==> config.mk <==
export PLATFORM = sky130hd
export DESIGN_NAME = iom_serializer
export DESIGN_NICKNAME = d
export VERILOG_FILES = /design/src/rtl/iom_pkg.sv /design/src/rtl/iom_frame_timer.sv /design/src/rtl/iom_tx_path.sv /design/src/rtl/iom_rx_path.sv /design/src/rtl/iom_serializer.sv
export SDC_FILE = /design/constraint.sdc
export NUM_CORES = 1
export LEC_CHECK = 0
export ABC_AREA = 1
export BUFFER_PORTS_ARGS = -buffer_cell sky130_fd_sc_hd__buf_2
export CORE_ASPECT_RATIO = 1.4
export CORE_MARGIN = 4
export CORE_UTILIZATION = 40
export DETAILED_ROUTE_END_ITERATION = 8
export SYNTH_ARGS = -nofsm -noshare
export SYNTH_HDL_FRONTEND = slang
export SYNTH_SLANG_ARGS = --single-unit
==> constraint.sdc <==
create_clock -name clk -period 3.1 [get_ports clk]
set_clock_uncertainty 0.05 [all_clocks]
set_input_delay 0.465 -clock clk [delete_from_list [all_inputs] [get_ports clk]]
set_output_delay 0.465 -clock clk [all_outputs]
set_load 0.01 [all_outputs]
==> src/rtl/iom_pkg.sv <==
// Shared types for the IOM-2 word serializer.
package iom_pkg;

    // Action requested of the transmit path at a bit-clock rising edge.
    typedef enum logic [1:0] {
        EV_NONE,
        EV_LOAD,
        EV_SHIFT,
        EV_STOP
    } tx_event_e;

endpackage

==> src/rtl/iom_frame_timer.sv <==
// Frame timer: finds bit-clock edges and frame-sync rising edges,
// keeps the bit and slot counters, and decides each rise whether the
// transmit path loads, shifts or goes idle.
// Assumes bit clock period is at least four system clocks.
module iom_frame_timer
    import iom_pkg::*;
#(
    parameter  int WORD_W    = 32,
    parameter  int MAX_SLOTS = 8,
    localparam int SLOT_W    = (MAX_SLOTS > 1) ? $clog2(MAX_SLOTS) : 1,
    localparam int BIT_W     = $clog2(WORD_W)
) (
    input  logic              clk,
    input  logic              rst_n,
    input  logic              enable_i,
    input  logic [SLOT_W-1:0] slots_m1_i,
    input  logic              bclk_i,
    input  logic              fsync_i,
    output tx_event_e         tx_ev_o,
    output logic              rx_strobe_o,
    output logic              last_bit_o,
    output logic [SLOT_W-1:0] slot_o,
    output logic [SLOT_W-1:0] next_slot_o,
    output logic              awake_o
);

    logic              bclk_q;
    logic              fs_prev;
    logic              active_q;
    logic              awake_q;
    logic [SLOT_W-1:0] slot_q;
    logic [SLOT_W-1:0] n_lat;
    logic [BIT_W-1:0]  bit_q;
    logic              rise;
    logic              fall;
    logic              sync_edge;
    logic              last_slot;

    assign rise      = bclk_i & ~bclk_q;
    assign fall      = ~bclk_i & bclk_q;
    assign sync_edge = enable_i & rise & fsync_i & ~fs_prev;
    assign last_bit_o = (bit_q == BIT_W'(WORD_W - 1));
    assign last_slot = (slot_q == n_lat);

    assign rx_strobe_o = enable_i & fall & active_q;
    assign slot_o      = slot_q;
    assign next_slot_o = (active_q && !last_slot) ? slot_q + 1'b1 : '0;
    assign awake_o     = awake_q;

    // Pick the transmit action for this cycle.
    always_comb begin
        tx_ev_o = EV_NONE;
        if (sync_edge) begin
            tx_ev_o = EV_LOAD;
        end else if (enable_i && rise && active_q) begin
            if (last_bit_o) begin
                tx_ev_o = last_slot ? EV_STOP : EV_LOAD;
            end else begin
                tx_ev_o = EV_SHIFT;
            end
        end
    end

    // Track bit-clock level and frame sync level at each rise.
    always_ff @(posedge clk) begin
        if (!rst_n) begin
            bclk_q  <= 1'b0;
            fs_prev <= 1'b0;
        end else begin
            bclk_q <= bclk_i;
            if (rise) begin
                fs_prev <= fsync_i;
            end
        end
    end

    // Advance bit and slot counters, wake-up and channel-count latch.
    always_ff @(posedge clk) begin
        if (!rst_n) begin
            active_q <= 1'b0;
            awake_q  <= 1'b0;
            slot_q   <= '0;
            bit_q    <= '0;
            n_lat    <= '0;
        end else if (!enable_i) begin
            active_q <= 1'b0;
            awake_q  <= 1'b0;
            n_lat    <= slots_m1_i;
        end else if (sync_edge) begin
            active_q <= 1'b1;
            awake_q  <= 1'b1;
            slot_q   <= '0;
            bit_q    <= '0;
        end else if (rise && active_q) begin
            if (last_bit_o) begin
                bit_q <= '0;
                if (last_slot) begin
                    active_q <= 1'b0;
                end else begin
                    slot_q <= slot_q + 1'b1;
                end
            end else begin
                bit_q <= bit_q + 1'b1;
            end
        end
    end

endmodule

==> src/rtl/iom_tx_path.sv <==
// Transmit path: one-word holding register behind a valid/ready port
// and an MSB-first shift register that drives the serial line.
// Assumes tx_ev_o events are at least two clocks apart.
module iom_tx_path
    import iom_pkg::*;
#(
    parameter int WORD_W = 32
) (
    input  logic              clk,
    input  logic              rst_n,
    input  logic              enable_i,
    input  tx_event_e         tx_ev_i,
    input  logic [WORD_W-1:0] tx_data_i,
    input  logic              tx_valid_i,
    output logic              tx_ready_o,
    output logic              dout_o,
    output logic              underrun_o
);

    logic [WORD_W-1:0] hold_q;
    logic              hold_v;
    logic [WORD_W-1:0] sh_q;
    logic              dout_q;
    logic              under_q;
    logic              take;
    logic              fill;
    logic [WORD_W-1:0] load_word;

    assign tx_ready_o = enable_i & ~hold_v;
    assign take       = tx_valid_i & tx_ready_o;
    assign dout_o     = dout_q;
    assign underrun_o = under_q;

    // Choose the word for a slot start: held, offered now, or all ones.
    always_comb begin
        fill = 1'b0;
        if (hold_v) begin
            load_word = hold_q;
        end else if (take) begin
            load_word = tx_data_i;
        end else begin
            load_word = '1;
            fill      = 1'b1;
        end
    end

    // Update holding register, shift register, line and underrun flag.
    always_ff @(posedge clk) begin
        if (!rst_n) begin
            hold_q  <= '0;
            hold_v  <= 1'b0;
            sh_q    <= '1;
            dout_q  <= 1'b1;
            under_q <= 1'b0;
        end else begin
            under_q <= 1'b0;
            if (!enable_i) begin
                hold_v <= 1'b0;
                dout_q <= 1'b1;
            end else if (tx_ev_i == EV_LOAD) begin
                dout_q  <= load_word[WORD_W-1];
                sh_q    <= {load_word[WORD_W-2:0], 1'b1};
                hold_v  <= 1'b0;
                under_q <= fill;
            end else begin
                if (take) begin
                    hold_q <= tx_data_i;
                    hold_v <= 1'b1;
                end
                if (tx_ev_i == EV_SHIFT) begin
                    dout_q <= sh_q[WORD_W-1];
                    sh_q   <= {sh_q[WORD_W-2:0], 1'b1};
                end else if (tx_ev_i == EV_STOP) begin
                    dout_q <= 1'b1;
                end
            end
        end
    end

endmodule

==> src/rtl/iom_rx_path.sv <==
// Receive path: gathers serial bits MSB first on each strobe and
// presents finished words with their slot index on a valid/ready port.
// Assumes the strobe marks bit-clock falling edges inside a frame.
module iom_rx_path #(
    parameter int WORD_W = 32,
    parameter int SLOT_W = 3
) (
    input  logic              clk,
    input  logic              rst_n,
    input  logic              rx_strobe_i,
    input  logic              last_bit_i,
    input  logic [SLOT_W-1:0] slot_i,
    input  logic              din_i,
    input  logic              rx_ready_i,
    output logic [WORD_W-1:0] rx_data_o,
    output logic [SLOT_W-1:0] rx_slot_o,
    output logic              rx_valid_o,
    output logic              overrun_o
);

    logic [WORD_W-2:0] sh_q;
    logic [WORD_W-1:0] data_q;
    logic [SLOT_W-1:0] slot_q;
    logic              valid_q;
    logic              over_q;

    assign rx_data_o  = data_q;
    assign rx_slot_o  = slot_q;
    assign rx_valid_o = valid_q;
    assign overrun_o  = over_q;

    // Shift in bits, publish finished words, handle handshake and overrun.
    always_ff @(posedge clk) begin
        if (!rst_n) begin
            sh_q    <= '0;
            data_q  <= '0;
            slot_q  <= '0;
            valid_q <= 1'b0;
            over_q  <= 1'b0;
        end else begin
            over_q <= 1'b0;
            if (rx_strobe_i) begin
                sh_q <= {sh_q[WORD_W-3:0], din_i};
            end
            if (rx_strobe_i && last_bit_i) begin
                data_q  <= {sh_q, din_i};
                slot_q  <= slot_i;
                valid_q <= 1'b1;
                over_q  <= valid_q & ~rx_ready_i;
            end else if (valid_q && rx_ready_i) begin
                valid_q <= 1'b0;
            end
        end
    end

endmodule

==> src/rtl/iom_serializer.sv <==
// IOM-2 word serializer top: joins the frame timer with the transmit
// and receive paths. Bit clock and frame sync are sampled on clk and
// are assumed to be already synchronous to it.
module iom_serializer
    import iom_pkg::*;
#(
    parameter  int WORD_W    = 32,
    parameter  int MAX_SLOTS = 8,
    localparam int SLOT_W    = (MAX_SLOTS > 1) ? $clog2(MAX_SLOTS) : 1
) (
    input  logic              clk,
    input  logic              rst_n,
    input  logic              enable_i,
    input  logic [SLOT_W-1:0] slots_m1_i,
    input  logic              bclk_i,
    input  logic              fsync_i,
    input  logic              din_i,
    output logic              dout_o,
    input  logic [WORD_W-1:0] tx_data_i,
    input  logic              tx_valid_i,
    output logic              tx_ready_o,
    output logic [SLOT_W-1:0] tx_slot_o,
    output logic [WORD_W-1:0] rx_data_o,
    output logic [SLOT_W-1:0] rx_slot_o,
    output logic              rx_valid_o,
    input  logic              rx_ready_i,
    output logic              awake_o,
    output logic              underrun_o,
    output logic              overrun_o
);

    tx_event_e         tx_ev;
    logic              rx_strobe;
    logic              last_bit;
    logic [SLOT_W-1:0] cur_slot;

    iom_frame_timer #(
        .WORD_W   (WORD_W),
        .MAX_SLOTS(MAX_SLOTS)
    ) timer_i (
        .clk        (clk),
        .rst_n      (rst_n),
        .enable_i   (enable_i),
        .slots_m1_i (slots_m1_i),
        .bclk_i     (bclk_i),
        .fsync_i    (fsync_i),
        .tx_ev_o    (tx_ev),
        .rx_strobe_o(rx_strobe),
        .last_bit_o (last_bit),
        .slot_o     (cur_slot),
        .next_slot_o(tx_slot_o),
        .awake_o    (awake_o)
    );

    iom_tx_path #(
        .WORD_W(WORD_W)
    ) tx_i (
        .clk       (clk),
        .rst_n     (rst_n),
        .enable_i  (enable_i),
        .tx_ev_i   (tx_ev),
        .tx_data_i (tx_data_i),
        .tx_valid_i(tx_valid_i),
        .tx_ready_o(tx_ready_o),
        .dout_o    (dout_o),
        .underrun_o(underrun_o)
    );

    iom_rx_path #(
        .WORD_W(WORD_W),
        .SLOT_W(SLOT_W)
    ) rx_i (
        .clk        (clk),
        .rst_n      (rst_n),
        .rx_strobe_i(rx_strobe),
        .last_bit_i (last_bit),
        .slot_i     (cur_slot),
        .din_i      (din_i),
        .rx_ready_i (rx_ready_i),
        .rx_data_o  (rx_data_o),
        .rx_slot_o  (rx_slot_o),
        .rx_valid_o (rx_valid_o),
        .overrun_o  (overrun_o)
    );

endmodule

# == Yosys cells after proc, flatten, opt, wreduce, memory -nomap -nowiden ==
# Cells that the tools add are included.
# totals
reg_bits,150
in_bits,43
output_inout_bits,44
wordCells,91
# op_classes
addsub,2
eq_ne,6
muxes,26
n_bitwise,18
n_reduce_logical,22
# op_table
operator,count
32-bit two-way mux,4
3-bit two-way mux,5
5-bit two-way mux,3
1-bit AND,10
1-bit two-way mux,10
2-bit nonzero test,5
2-bit two-way mux,4
1-bit inverter,8
2-bit AND reduction,4
1-bit logical AND,6
3-bit AND reduction,2
5-bit by 1-bit adder with 5-bit output (second input constant),1
5-bit == test (second input constant),1
2-bit == test (second input constant),2
4-bit AND reduction,1
4-bit OR reduction,1
3-bit by 1-bit adder with 3-bit output (second input constant),1
3-bit == test,1
3-bit nonzero test,1
3-bit OR reduction,1
2-bit by 1-bit == test with 1-bit output (second input constant),1
2-bit by 1-bit != test with 1-bit output (second input constant),1
1-bit zero test,1

# == Longest topological paths before layout ==
# depth
ltp_word,10
mapped_depth,15
ltp_nobuf,13

# == By module ==
# A second synthesis with hierarchy kept.
# hier_totals
cells_unflattened,953
area_unflattened_um2,6576.3
# by_module_without_submodules
module,n_inst,cells_per_inst,area_per_inst_um2,seq_area_each_um2
iom_tx_path,1,507,3264.4,1321.3
iom_rx_path,1,329,2472.4,1361.3
iom_frame_timer,1,117,839.6,300.3

# == Least setup slack after synthesis ==
# No wires, ideal clock.
# synth_path
path_type,register -> register
start,register timer_i.bit_q[0]
end,register tx_i.hold_q[10]
setup_time_ns,0.132
arrival_ns,2.441
t_required_ns,2.918
path_slack_ns,0.477
stages_incl_launch_ff,13
path_buffers,4
synth_period_minus_slack_ns,2.623
cell_sequence,dfxtp_1 -> ha_1 -> and3_1 -> ha_1 -> clkbuf_1 -> clkbuf_1 -> nand2_1 -> nand2_1 -> ha_1 -> inv_1 -> clkbuf_1 -> clkbuf_1 -> a21oi_1
# synth_between
elab_chain_len,7
# synth_lines
element,line,source
from (decl),iom_frame_timer.sv:33,logic [BIT_W-1:0] bit_q;
from (signal assigned),iom_frame_timer.sv:103,bit_q <= bit_q + 1'b1;
5-bit == test,iom_frame_timer.sv:42,assign last_bit_o = (bit_q == BIT_W'(WORD_W - 1));
2-bit two-way mux,iom_frame_timer.sv:56,if (last_bit_o) begin
2-bit two-way mux,iom_frame_timer.sv:55,end else if (enable_i && rise && active_q) begin
2-bit two-way mux,iom_frame_timer.sv:53,if (sync_edge) begin
2-bit by 1-bit == test with 1-bit output,iom_tx_path.sv:60,end else if (tx_ev_i == EV_LOAD) begin
1-bit inverter (no source line),n/a,
3-bit AND reduction (no source line),n/a,
to (signal assigned),iom_tx_path.sv:67,hold_q <= tx_data_i;
to (decl),iom_tx_path.sv:20,logic [WORD_W-1:0] hold_q;
# No other way between the ends.
# A chain may end at the register's enable or synchronous reset.

# == Worst setup path after layout ==
# layout_path
start,register timer_i.bit_q[0]
end,register tx_i.sh_q[1]
# layout_between
elab_chain_len,7
word_cells_on_any_way,9
classes_between,3 x eq/ne; 4 x mux; 2 x reduce/logical
# layout_lines
element,line,source
5-bit == test *,iom_frame_timer.sv:42,
2-bit two-way mux *,iom_frame_timer.sv:56,
2-bit two-way mux *,iom_frame_timer.sv:55,
2-bit two-way mux *,iom_frame_timer.sv:53,
2-bit == test or 2-bit by 1-bit == test with 1-bit output (tied branches),"iom_tx_path.sv:70, iom_tx_path.sv:60",
2-bit nonzero test (no source line),n/a,
2-bit AND reduction (no source line),n/a,
to (signal assigned),iom_tx_path.sv:62,"sh_q <= {load_word[WORD_W-2:0], 1'b1};"
to (signal assigned),iom_tx_path.sv:72,"sh_q <= {sh_q[WORD_W-2:0], 1'b1};"
to (decl),iom_tx_path.sv:22,logic [WORD_W-1:0] sh_q;
# Every way passes the cells marked *; elsewhere a longest branch is shown, timed or not.

==> impl_results.md <==
- Outcome: finished, final reports clean
- Hold_buf cts: 0
- Largest net degree at the start of global routing: 50
- Fin crit share: 78.3%
- Post-Synth Adder-Cell Area: 1.28%
- R2R Setup Slk: 0.67 ns
- Fin. Hold Viols: 0
- Setup TNS: 0 ns
- Final Max Slew Viols: 0
- CTS clk-pin slew, worst paths: 0.06 ns
- RSZ-0062 raised after global routing: no
- Synth Area in XOR/XNOR: 0.299%
- Switch share: 24.3%
- Max cap viols: 0
- Hold Path Sink: rx_i.overrun_o
- Mux cell area share after synthesis: 0%
- Chip height: 151 um
- H-tree Lvls: 4
- # fillers: 1,488
- Global placement routability congestion: 0.780
- Router iterations before antenna repair: 6
- Hold Crit Class: in2reg
- GR Overflow Total: 0
- Initial antenna violation count: 1
- CP peak stage delay: 0.35 ns
- Post-synth cell types: 28
- Setup bufs post-CTS: 0
- Syn avg cell area: 7.57 um^2
- Main combinational cell family by area after synthesis: compound AO/OA/AOI/OAI gates
- #FFs+latches synth: 149
- Synth warn: 0
- Syn-to-layout area delta: 18.8%
- Most Frequent Cell on Critical Path: nand2_1
- Final worst path period need: 2.43 ns
- Core area: 14,400 um^2
- Critical Path Start Type: flop
- Slowest stage cell, crit path: dfxtp_1
- Routed length per instance: 13.4 um
- HP Start: rx_ready_i
- Leakage: 2.77 nW
- CTS resizes: 0
- DP HPWL: 8790 um
- CTS Buf Count: 17
- I/O Pins: 87
- Die Footprint: 16,700 um^2
- Synthesized cell area: 5860 um^2
- Internal Pwr Total: 0.00308 W
- Initial core utilization: 40.6%
- R2R Path Start: timer_i.bit_q[0]
- Root buf cell: clkbuf_16
- Routed vias/inst: 4.99
- Final setup viols: 0
- Compound-Gate Fraction of Synth Area: 23.8%
- Horiz. Die Dim: 110 um
- CTS tree: built
- Clock Path Buffers: 2
- VDD IR-drop max: 311 uV
- Seq pwr share: 48.4%
- Remaining DRCs: 0
- Post-route ant nets: 0
- Layout cells sized above 1: 16.1%
- Worst skew pair latency: 0.40 ns
- Relative slew slack: 35.3%
- Critical Path Sink Type: flop
- Worst-margin pin slew: 0.969 ns
- Cell type with the largest total area after synthesis: dfxtp_1
- Vias in the first global route: 4,801
- Hold Path Stages: 2
- Critical Path AT: 2.66 ns
- Seq/Total Area, Yosys: 50.9%
- Reg2reg path depth: 13
- First-pass GRT wire length: 22,900 um
- Largest cells by area after synthesis: dfxtp_1 (51%), o21ai_0 (13%), a21oi_1 (8.0%)
- 1st-iter DRT viols: 288
- Sw power: 0.000991 W
- Comb pwr share: 4.9%
- Setup CP Type: reg2reg
- GRT Total Usage: 17.1%
- Clock Sinks: 149
- PortBufs: 86
- Hold WS: 0.196 ns
- Worst endpoint required time: 3.33 ns
- Fmax achieved: 412 MHz
- Std-Cell Rows: 52
- CP cell instances: ha_1 > and3_1 > ha_1 > nand2_1 > nand2_1 > inv_1 > ha_1 > nand2_1 > inv_1 > buf_4 > nand3_1 > o22ai_1 > nand2_1
- Simple-gate share of the synthesized area: 16.8%
- Net Count, Synth: 823
- CP Max Fanout: 32
- Post-Synthesis Cells: 774
- Clock share of power: 46.7%
- R2R Path End: tx_i.sh_q[1]
- N_diodes: 0
- Share of the synthesized area in the top cell type: 50.9%
- Vias: 5,188
- PwrDens: 585 nW/um^2
- Total wire length: 13,900 um
- Nets: 887
cell usage after synthesis:
library cell    n
a211oi_1        5
buf_2          10
clkinv_1        1
nand2_1        80
inv_1          47
and3_1          1
nor4_1          1
o31ai_1         1
nor2_2          2
nor3_4          1
buf_1           3
xnor2_1         1
nand4_1         2
o21ai_1        19
ha_1            6
o21ai_0       156
a21oi_1        94
xor2_1          1
dfxtp_1       149
clkbuf_1       39
inv_2           1
buf_4           1
o22ai_1         1
clkbuf_2        1
nand2_2         1
nand3_1        44
nor2_1        105
nor3_2          1
layout make-up:
type,count,area [um^2],share of cell area (%)
Clock buffer,18,439,6.30
Sequential cell,149,2980,42.8
Clock inverter,14,119,1.71
Tap cell,189,236,3.39
Multi-Input combinational cell,522,2470,35.5
Timing Repair Buffer,99,531,7.61
Inverter,49,184,2.64
worst max-delay path, delay by kind of cell, from the launching register on:
family / cells / cell delay (ns)
DFF: 1 / 0.35
and+or+nand+nor: 6 / 0.61
AOI/OAI and AO/OA: 1 / 0.14
adders and majority gates: 3 / 0.72
buffers and inverters: 3 / 0.43
power by group through the flow:
stage	Combinational, W	Sequential, W	Clock (W)
3_3_place_gp	0.000201	0.00201	0
5_1_grt	0.000230	0.00197	0.00204
2_1_floorplan	0.000128	0.00201	0
6_report	0.000200	0.00197	0.00190
4_1_cts	0.000203	0.00197	0.00196
3_5_place_dp	0.000202	0.00201	0
sequential cells by signal (all words and copies together), names as in the netlist:
name              flops
rx_i.overrun_o        1
timer_i.fs_prev       1
timer_i.active_q      1
tx_i.sh_q            31
tx_i.hold_q          32
rx_i.sh_q            31
tx_i.dout_o           1
tx_i.hold_v           1
rx_i.rx_valid_o       1
rx_i.rx_data_o       32
timer_i.awake_o       1
timer_i.bit_q         5
timer_i.n_lat         3
rx_i.rx_slot_o        3
timer_i.bclk_q        1
timer_i.slot_o        3
tx_i.underrun_o       1
worst max-delay path by stage:
| stage | startpoint | end | cells past startpoint |
|---|---|---|---|
| after floorplan | timer_i.bit_q[0] | tx_i.hold_q[10] | 12 |
| after global placement | enable_i | tx_i.hold_q[31] | 11 |
| after detailed placement | enable_i | tx_i.hold_q[31] | 11 |
| after CTS | timer_i.bit_q[0] | tx_i.hold_q[31] | 10 |
| after global routing | timer_i.bit_q[0] | tx_i.sh_q[20] | 11 |
| final | timer_i.bit_q[0] | tx_i.sh_q[1] | 13 |
placed cells by master (no fill, tap or decap), types with 2 or more instances in the layout:
master	n
nand4_1	2
o21ai_1	19
nand3_1	44
nand2_1	80
clkinvlp_4	4
a21oi_1	94
buf_2	85
clkbuf_16	17
o21ai_0	156
a211oi_1	5
clkinv_4	4
nor2_2	2
inv_8	2
nor2_1	105
dfxtp_1	149
inv_6	3
inv_1	47
buf_4	14
ha_1	6
cells by family (layout without fill, tap and decap cells):
kind of cell / after synthesis / after routing
adders and majority gates: 6 / 6
DFF: 149 / 149
and+or+nand+nor: 238 / 238
AOI/OAI and AO/OA: 276 / 276
buffers and inverters: 103 / 180
xor gates and xnor gates: 2 / 2
stage by stage:
stage	power (W)	util (%)	area [um^2]	instances	setup slack, ns
2_1_floorplan	0.00214	-	5860	774	0.477
3_5_place_dp	0.00221	44.4	6410	1008	0.495
6_report	0.00407	48.2	6970	1040	0.673
4_1_cts	0.00413	48.2	6970	1040	0.646
5_1_grt	0.00424	48.2	6970	1040	0.428
3_3_place_gp	0.00221	44.4	6410	1008	0.543
metal layers:
metal  GRT usage (%)  wire length [um]  vias to the layer above
met4            6.41               163                        2
met1            21.2              6420                     2350
li1                -                 -                     2722
met2            29.5              6820                      100
met3            2.90               524                       14
met5               0                13                        -
Note: power is estimated with default switching activity, not from simulation.
